===== src/rtl/pix_cap_pkg.sv =====
package pix_cap_pkg;

  typedef enum logic [1:0] {
    RNG_IN    = 2'b00,
    RNG_UNDER = 2'b01,
    RNG_OVER  = 2'b10
  } rng_e;

  // oor flag plus result MSB -> range class
  function automatic rng_e classify(input logic oor, input logic msb);
    if (!oor)    return RNG_IN;
    else if (msb) return RNG_OVER;
    else          return RNG_UNDER;
  endfunction

endpackage


===== src/rtl/sync_edge.sv =====
module sync_edge #(
  parameter int STAGES = 2
) (
  input  logic clk_i,
  input  logic rst_ni,
  input  logic async_i,
  output logic rise_o
);
  logic [STAGES-1:0] chain_q;
  logic              last_q;

  genvar g;
  generate
    for (g = 0; g < STAGES; g++) begin : g_stage
      if (g == 0) begin : g_first
        always_ff @(posedge clk_i or negedge rst_ni)
          if (!rst_ni) chain_q[0] <= 1'b0;
          else         chain_q[0] <= async_i;
      end else begin : g_next
        always_ff @(posedge clk_i or negedge rst_ni)
          if (!rst_ni) chain_q[g] <= 1'b0;
          else         chain_q[g] <= chain_q[g-1];
      end
    end
  endgenerate

  always_ff @(posedge clk_i or negedge rst_ni)
    if (!rst_ni) last_q <= 1'b0;
    else         last_q <= chain_q[STAGES-1];

  assign rise_o = chain_q[STAGES-1] & ~last_q;

  p_single_pulse_r5: assert property (@(posedge clk_i) disable iff (!rst_ni)
    rise_o |=> !rise_o);

endmodule


===== src/rtl/pix_tag_tracker.sv =====
module pix_tag_tracker #(
  parameter int PIX_W = 12,
  parameter int LAT   = 4
) (
  input  logic             clk_i,
  input  logic             rst_ni,
  input  logic             start_i,
  output logic [PIX_W-1:0] owner_o,
  output logic             owner_vld_o
);
  localparam int TAPS = LAT + 1;

  logic [PIX_W-1:0] cnt_q;
  logic [PIX_W-1:0] tag_q [TAPS];
  logic [TAPS-1:0]  vld_q;

  always_ff @(posedge clk_i or negedge rst_ni) begin
    if (!rst_ni) begin
      cnt_q <= '0;
      vld_q <= '0;
      for (int i = 0; i < TAPS; i++) tag_q[i] <= '0;
    end else if (start_i) begin
      cnt_q    <= cnt_q + 1'b1;
      tag_q[0] <= cnt_q;
      for (int i = 1; i < TAPS; i++) tag_q[i] <= tag_q[i-1];
      vld_q    <= {vld_q[TAPS-2:0], 1'b1};
    end
  end

  assign owner_o     = tag_q[LAT];
  assign owner_vld_o = vld_q[LAT];

  // oldest tap trails the newest by exactly LAT conversions
  p_tag_gap_r1: assert property (@(posedge clk_i) disable iff (!rst_ni)
    owner_vld_o |-> (tag_q[0] - tag_q[LAT]) == PIX_W'(LAT));

  p_fill_order_r2: assert property (@(posedge clk_i) disable iff (!rst_ni)
    owner_vld_o |-> vld_q[0]);

endmodule


===== src/rtl/out_slot.sv =====
module out_slot #(
  parameter int DATA_W = 14,
  parameter int PIX_W  = 12
) (
  input  logic              clk_i,
  input  logic              rst_ni,
  input  logic              load_i,
  input  logic [DATA_W-1:0] data_i,
  input  logic [PIX_W-1:0]  pix_i,
  input  logic              over_i,
  input  logic              under_i,
  input  logic              ready_i,
  output logic              valid_o,
  output logic [DATA_W-1:0] data_o,
  output logic [PIX_W-1:0]  pix_o,
  output logic              over_o,
  output logic              under_o,
  output logic              overflow_o
);
  logic busy;
  assign busy = valid_o & ~ready_i;

  always_ff @(posedge clk_i or negedge rst_ni) begin
    if (!rst_ni) begin
      valid_o    <= 1'b0;
      data_o     <= '0;
      pix_o      <= '0;
      over_o     <= 1'b0;
      under_o    <= 1'b0;
      overflow_o <= 1'b0;
    end else if (load_i) begin
      if (busy) begin
        overflow_o <= 1'b1;
      end else begin
        valid_o <= 1'b1;
        data_o  <= data_i;
        pix_o   <= pix_i;
        over_o  <= over_i;
        under_o <= under_i;
      end
    end else if (valid_o && ready_i) begin
      valid_o <= 1'b0;
    end
  end

  p_hold_r6: assert property (@(posedge clk_i) disable iff (!rst_ni)
    (valid_o && !ready_i) |=> (valid_o && $stable(data_o) && $stable(pix_o)
                               && $stable(over_o) && $stable(under_o)));

  p_ovf_sticky_r7: assert property (@(posedge clk_i) disable iff (!rst_ni)
    overflow_o |=> overflow_o);

  p_ovf_cause_r7: assert property (@(posedge clk_i) disable iff (!rst_ni)
    $rose(overflow_o) |-> $past(busy));

  p_range_excl_r4: assert property (@(posedge clk_i) disable iff (!rst_ni)
    !(over_o && under_o));

endmodule


===== src/rtl/pix_result_capture.sv =====
module pix_result_capture
  import pix_cap_pkg::*;
#(
  parameter int DATA_W    = 14,
  parameter int PIX_W     = 12,
  parameter int LAT       = 4,
  parameter int SYNC_STGS = 2
) (
  input  logic              clk_i,
  input  logic              rst_ni,
  input  logic              conv_start_i,
  input  logic              adc_dv_i,
  input  logic [DATA_W-1:0] adc_data_i,
  input  logic              adc_oor_i,
  output logic              out_valid_o,
  input  logic              out_ready_i,
  output logic [DATA_W-1:0] out_data_o,
  output logic [PIX_W-1:0]  out_pix_o,
  output logic              out_over_o,
  output logic              out_under_o,
  output logic              overflow_o
);
  localparam int MSB = DATA_W - 1;

  logic             start_rise, cap_rise;
  logic [PIX_W-1:0] owner;
  logic             owner_vld;
  logic             load;
  rng_e             rng;

  sync_edge #(.STAGES(SYNC_STGS)) u_start_sync (
    .clk_i, .rst_ni, .async_i(conv_start_i), .rise_o(start_rise));

  sync_edge #(.STAGES(SYNC_STGS)) u_dv_sync (
    .clk_i, .rst_ni, .async_i(adc_dv_i), .rise_o(cap_rise));

  pix_tag_tracker #(.PIX_W(PIX_W), .LAT(LAT)) u_tracker (
    .clk_i, .rst_ni, .start_i(start_rise),
    .owner_o(owner), .owner_vld_o(owner_vld));

  assign rng  = classify(adc_oor_i, adc_data_i[MSB]);
  assign load = cap_rise & owner_vld;

  out_slot #(.DATA_W(DATA_W), .PIX_W(PIX_W)) u_slot (
    .clk_i, .rst_ni,
    .load_i(load), .data_i(adc_data_i), .pix_i(owner),
    .over_i(rng == RNG_OVER), .under_i(rng == RNG_UNDER),
    .ready_i(out_ready_i),
    .valid_o(out_valid_o), .data_o(out_data_o), .pix_o(out_pix_o),
    .over_o(out_over_o), .under_o(out_under_o), .overflow_o(overflow_o));

  p_prefill_drop_r2: assert property (@(posedge clk_i) disable iff (!rst_ni)
    (cap_rise && !owner_vld && !out_valid_o) |=> !out_valid_o);

  p_cap_lands_r5: assert property (@(posedge clk_i) disable iff (!rst_ni)
    (cap_rise && owner_vld && !(out_valid_o && !out_ready_i)) |=> out_valid_o);

  p_prefill_no_ovf_r2: assert property (@(posedge clk_i) disable iff (!rst_ni)
    (cap_rise && !owner_vld && !overflow_o) |=> !overflow_o);

endmodule


===== config.mk =====
export PLATFORM = sky130hd
export DESIGN_NAME = pix_result_capture
export DESIGN_NICKNAME = d
export VERILOG_FILES = /design/src/rtl/pix_cap_pkg.sv /design/src/rtl/sync_edge.sv /design/src/rtl/pix_tag_tracker.sv /design/src/rtl/out_slot.sv /design/src/rtl/pix_result_capture.sv
export SDC_FILE = /design/constraint.sdc
export NUM_CORES = 1
export LEC_CHECK = 0
export CAP_MARGIN = 20
export CORE_MARGIN = 4
export CORE_UTILIZATION = 45
export CTS_BUF_LIST = sky130_fd_sc_hd__clkbuf_16
export DETAILED_ROUTE_END_ITERATION = 12
export DONT_BUFFER_PORTS = 1
export PLACE_DENSITY = 0.67
export REMOVE_ABC_BUFFERS = 1
export SYNTH_ARGS = -nofsm -noshare
export SYNTH_HDL_FRONTEND = slang
export SYNTH_HIERARCHICAL = 1
export SYNTH_SLANG_ARGS = --single-unit

===== constraint.sdc =====
create_clock -name clk_i -period 1.7 [get_ports clk_i]
set_clock_uncertainty 0.15 [all_clocks]
set_input_delay 0.255 -clock clk_i [delete_from_list [all_inputs] [get_ports clk_i]]
set_output_delay 0.255 -clock clk_i [all_outputs]
set_load 0.1 [all_outputs]

**Word-level counts from Yosys, hierarchy flattened**

Cells that the tools add are included.

- Register bits: 113
- Bits of input ports: 20
- Output and inout bits: 30
- Logic and storage cells: 41

- Add/sub/neg operators: 1
- Equality and inequality tests: 3
- Mux-type cells: 5
- Bitwise gates (word level): 8
- Reduce and logical (&&, ||, !) cells: 5

Operators by type and width:

| operator | number |
|---|---|
| 12-bit by 1-bit adder with 12-bit output (second input constant) | 1 |
| 2-bit AND reduction | 3 |
| 1-bit AND | 4 |
| 2-bit two-way mux | 2 |
| 1-bit NOT | 4 |
| 1-bit two-way mux | 3 |
| 2-bit by 1-bit == test with 1-bit output (second input constant) | 1 |
| 2-bit == test (second input constant) | 1 |
| 2-bit != test (second input constant) | 1 |
| 2-bit nonzero test | 1 |
| 1-bit logical AND | 1 |

**Logic depth before layout (Yosys ltp)**

- Depth after elaboration: 5
- Gate-level depth with buffers: 6

**Hierarchy**

The synthesis kept the hierarchy.

By module, submodules not included:

| module | instances | cells each | area an instance (sq um) | sequential area each (sq um) |
|---|---|---|---|---|
| pix_tag_tracker | 1 | 193 | 3007.9 | 1926.8 |
| out_slot | 1 | 65 | 1203.7 | 750.7 |
| sync_edge | 2 | 4 | 88.8 | 75.1 |
| pix_result_capture | 1 | 3 | 22.5 | 0.0 |

**Worst setup path after synthesis**

Ideal clock, no wire load.

- Kind: reg2reg
- Start point: reg u_slot.valid_o
- End point: reg u_slot.data_o[0]
- Setup time: 125 ps
- Data arrival time: 1689 ps
- Path slack: -265 ps
- Cell stages (with the launch flop): 5
- Buffers on the path: 1
- Clock period less this slack: 1965 ps
- Path through: dfrtp_1 nand2b_4 nand2_4 buf_6 mux2_4

- Word-level cells in the longest chain between the ends: 3

RTL lines:

| what | line | text |
|---|---|---|
| start: declaration | out_slot.sv:13 | `output logic valid_o,` |
| start signal: assignment | out_slot.sv:25 | `valid_o <= 1'b0;` |
| start signal: assignment | out_slot.sv:35 | `valid_o <= 1'b1;` |
| start signal: assignment | out_slot.sv:42 | `valid_o <= 1'b0;` |
| 1-bit AND | out_slot.sv:21 | `assign busy = valid_o & ~ready_i;` |
| 1-bit NOT (no line) | - |  |
| 2-bit AND reduction (no line) | - |  |
| end signal: assignment | out_slot.sv:36 | `data_o <= data_i;` |
| end: declaration | out_slot.sv:14 | `output logic [DATA_W-1:0] data_o,` |

Every way passes these cells.
A chain may end at the register's enable or synchronous reset.

**Worst setup path after layout**

- Start point: reg u_start_sync.last_q
- End point: reg u_tracker.tag_q, in the netlist u_tracker/owner_o[6]

- Word-level cells in the longest chain between the ends: 2

RTL lines:

| what | line | text |
|---|---|---|
| start: declaration | sync_edge.sv:10 | `logic last_q;` |
| start signal: assignment | sync_edge.sv:29 | `else last_q <= chain_q[STAGES-1];` |
| 1-bit NOT | sync_edge.sv:31 | `assign rise_o = chain_q[STAGES-1] & ~last_q;` |
| 1-bit AND | sync_edge.sv:31 |  |
| named net start_rise | pix_result_capture.sv:25 | `logic start_rise, cap_rise;` |
| end: declaration | pix_tag_tracker.sv:14 | `logic [PIX_W-1:0] tag_q [TAPS];` |

The timed path passes the listed nets, and every way through them passes these cells.

==> results by stage <==
Synth:
- Summing the areas of all xor and xnor instances in the mapped netlist gives 2.18% of the synthesized area.
- The number of instances in the synthesized netlist is 269.
- The adder-cell share of the synthesized area is 0.284%.
- Summing the areas of all compound-gate instances in the mapped netlist gives less than 1% of the synthesized area.
- The post-synthesis cell type count is 26.
- The synthesized design spends more area on one cell type than any other, namely dfrtp_1.
- The main combinational cell family by area after synthesis is multiplexers.
- A synthesized cell averages 16.4 µm².
- In this run, synthesis produced a sequential element count of 113.
- Of the total synthesized cell area, the portion taken by AND, OR, NAND and NOR gates is 4.17%.
- Yosys printed 6 warnings.
- Measured against the total synthesized area, the mux share comes to about a quarter.
- After synthesis, flip-flops and latches occupy 64.1% of the total area.
- The cell area that synthesis handed to floorplanning was 0.00441 mm².
- Summed over its instances, the top area cell type makes up 64.1% of the synthesized netlist area.
- Ranked by total cell area, the synthesized netlist is headed by dfrtp_1, mux2_2, mux2_4.

Floorplanning:
- The core area is 0.00937 mm².
- Once the floorplan was initialized, standard cells occupied a little under half of the core.
- Measured along the x axis, the die boundary spans 107 µm.
- The height of the die is 107 µm.
- 50 I/O pins were placed.
- The floorplan row count is 35.
- The floorplan step defined a die boundary enclosing 0.0115 mm².

Worst hold path:
- The tightest min-delay check is of the in -> async type.

Worst setup path:
- For the worst setup path, the data required time is around 1.8 ns.
- The element type at the critical path start is a flip-flop.
- The nature of the critical path endpoint is a flip-flop.
- The type of the setup path with the least slack is reg -> reg.
- In this run the worst path has a maximum fanout of 20.
- The data arrival at the endpoint of the critical path is 1.72 ns.

Layout:
- The share of final-layout standard cells stronger than drive strength 1 is ~50%.
- The area growth from synthesis to layout is 25.0%.
- The antenna cell count is 0.
- The final net count is 343.
- The post-layout instance area is 0.00552 mm².

Global routing:
- The global-route wire length before repair is 11.1 mm.
- The via count of the first global-routing pass is 2329.
- The number of antenna violations at the first check in global routing is 0.
- The sum of overflow across all layers after global routing is 0.
- The total routing usage reported by global routing is 12.5%.
- Entering global routing, the biggest net connects 114 pins.

Clock network:
- CTS saw 113 sinks.
- The clock-pin slew reported for the worst setup and hold paths after clock tree synthesis is 0.05 ns.
- The maximum clock path buffer count is 2.
- The TritonCTS clock tree is built.
- The number of buffers added by the clock tree synthesis step is 17.
- The clock latency of the later-clocked register in the worst-skew pair is 0.40 ns.
- The number of hold-repair buffers added at the cts stage is 18.
- In this run the clock root is driven by a clkbuf_16.
- The H-tree was split into 4 levels.

Pwr:
- Registers are responsible for a little under two fifths of the overall power.
- Summed over all cells, the static leakage comes to 2.67 nW.
- The maximum vdd drop is 0.641 mV.
- The internal power of the cells totals 6.35 mW.
- The design draws 9.19 mW.
- For this design the total switching power over the nets is 2.83 mW.
- The combinational group share of total power is 23.4%.
- The share of power burned in the clock network is a little under two fifths.
- The power density of the placed cells is 1670 mW/mm².
- In this run switching power makes up 30.8% of total power.

Timing:
- The minimum period implied by the final worst setup slack is between 1.5 and 2 ns.
- Setup violations remaining at the end of the flow were counted as 0.
- The final hold slack is -0.599 ns.
- The count of pins over their slew limit is 0.
- In the finished design, the share of the clock period the worst path needs comes to between 90% and 100%.
- Derived from the worst setup path, the maximum achievable clock frequency is 631 MHz.
- At the pin with the least slew margin, the transition time is 0.362 ns.
- The worst path meets setup with 0.114 ns of slack.
- The count of final hold-check violations came to 113.
- The relative slew slack is 75.7%.

Placed design:
- The global placement routability congestion is 0.706.
- The final HPWL from detailed placement is slightly below 4 mm.
- Before CTS, the worst setup slack after placement is 0.0737 ns.
- The placed cell area is roughly 0.0047 mm².
- The quantity of I/O buffers inserted on ports is 0.

Route:
- The final route contains between 2000 and 2500 vias.
- In this run, the number of DRC markers left after iteration 0 of detailed routing was 158.
- After detailed routing, the number of vias per cell comes to approximately 4.8.
- For this block, the routed nets add up to about 6.4 mm of wire.
- For this run, the detailed router's first-pass iteration total came to 4.
- For this run, design rule violations remaining after detail routing come to 0.
- In this run the remaining antenna-violating nets after routing total 0.
- The detailed-route wire length per cell is 13.8 µm.

Status:
- The run finished, with violations left.
- The final reports fail on hold timing.

Job:
- The number of maximum-capacitance violations is 0.
-- timing repair --
action | in CTS | in global routing
setup endpoints to repair | 0 | 1
resized for setup | 0 | 3
endpoints found under the hold margin | 133 | 113
buffers inserted | 0 | 1
-- power by group through the flow --
stage / combinational (mW) / sequential (mW) / clock (mW)
finish: 2.15 / 3.53 / 3.52
global route: 2.25 / 3.60 / 3.74
CTS: 2.16 / 3.53 / 3.61
detailed placement: 2.12 / 3.57 / 0
global placement: 2.09 / 3.55 / 0
floorplan: 0.647 / 4.58 / 0
-- layout make-up --
| class | count | area, µm² |
|---|---|---|
| Multi-Input combinational cell | 133 | 1420 |
| Timing Repair Buffer | 56 | 503 |
| Clock buffer | 17 | 425 |
| Inverter | 1 | 3.75 |
| Fill cell | 713 | 3850 |
| Tap cell | 129 | 161 |
| Sequential cell | 113 | 2830 |
| Clock inverter | 14 | 173 |
-- cell usage after synthesis --
library cell,instances
dfrtp_1,113
nor2_1,2
and2b_2,1
nand2_4,1
ha_1,1
xor2_1,8
mux2_2,73
buf_6,2
xnor2_1,3
nand2b_4,1
and2_2,1
nand4_1,5
inv_1,1
nand2_2,1
nor3_1,3
or2_2,1
buf_4,14
nand3_2,1
buf_2,6
nand2_1,4
nor2b_4,2
nand3_1,1
nor4_1,2
o21bai_1,1
mux2_4,20
and2_1,1
-- final timing paths --
kind	start	endpoint	slack (ns)	depth (start not counted)
worst max-delay path	u_start_sync/last_q$_DFF_PN0_	u_tracker/owner_o[6]$_DFFE_PN0P_	0.11	3
min in group clk_i	adc_data_i[13]	u_slot/under_o$_DFFE_PN0P_	0.05	2
worst min-delay path	rst_ni	u_slot/valid_o$_DFFE_PN0P_	-0.60	0
max in group asynchronous	rst_ni	u_tracker/tag_q[54]$_DFFE_PN0P_	1.87	0
worst max register to register	u_start_sync/last_q$_DFF_PN0_	u_tracker/owner_o[6]$_DFFE_PN0P_	0.11	3
worst min register to register	u_dv_sync/chain_q[0]$_DFF_PN0_	u_dv_sync/chain_q[1]$_DFF_PN0_	0.20	0
-- layout by cell type (no fill, tap or decap) --
master / instances
xnor2_1: 3
clkinv_1: 3
nor2b_4: 2
ha_1: 1
o21bai_1: 1
buf_4: 35
nor2_1: 2
and2b_2: 1
nand3_1: 1
nor3_1: 3
nand2_4: 1
clkinv_2: 3
clkinvlp_4: 3
dfrtp_1: 113
mux2_4: 20
or2_2: 1
inv_1: 2
mux2_2: 73
dlygate4sd3_1: 18
nor4_1: 2
bufinv_16: 4
nand3_2: 1
and2_1: 1
buf_12: 3
and2_2: 1
clkbuf_16: 17
xor2_1: 8
nand2_2: 1
nand4_1: 5
nand2b_4: 1
nand2_1: 4
-- kinds of logic after synthesis --
kind of cell    after synthesis
compound gates                1
flops                       113
xor+xnor                     11
mux                          93
simple gates                 27
fa+ha+maj                     1
buf+inv                      23
-- sequential cells by signal, summed over array words and instances (netlist names), 2 cells and up --
register / count
u_dv_sync/chain_q: 2
u_tracker/cnt_q: 12
u_slot/pix_o: 12
u_tracker/owner_o: 12
u_tracker/vld_q: 5
u_slot/data_o: 14
u_tracker/tag_q: 48
u_start_sync/chain_q: 2
-- routing by layer --
layer / GRT usage, % / vias up / part of all wire (%)
met5: 0 / - / 0
met4: 5.21 / 0 / 1.6
met3: 6.50 / 12 / 7.9
met2: 18.3 / 59 / 45
met1: 15.7 / 1100 / 46
li1: - / 1039 / -
-- metrics by stage --
stage	std cells	utilization, %	setup TNS [ns]
after floorplan	247	-	-43.34
after global placement	413	50.3	0
after detailed placement	413	50.3	0
after CTS	462	58.7	0
after global routing	463	58.9	-0.0103
final	463	58.9	0
-- critical path: stages, from the launching register on --
cell     delay [ns]
dfrtp_1        0.39
nor2b_4        0.24
buf_4          0.32
mux2_2         0.37
(Power assumes the default switching activity.)
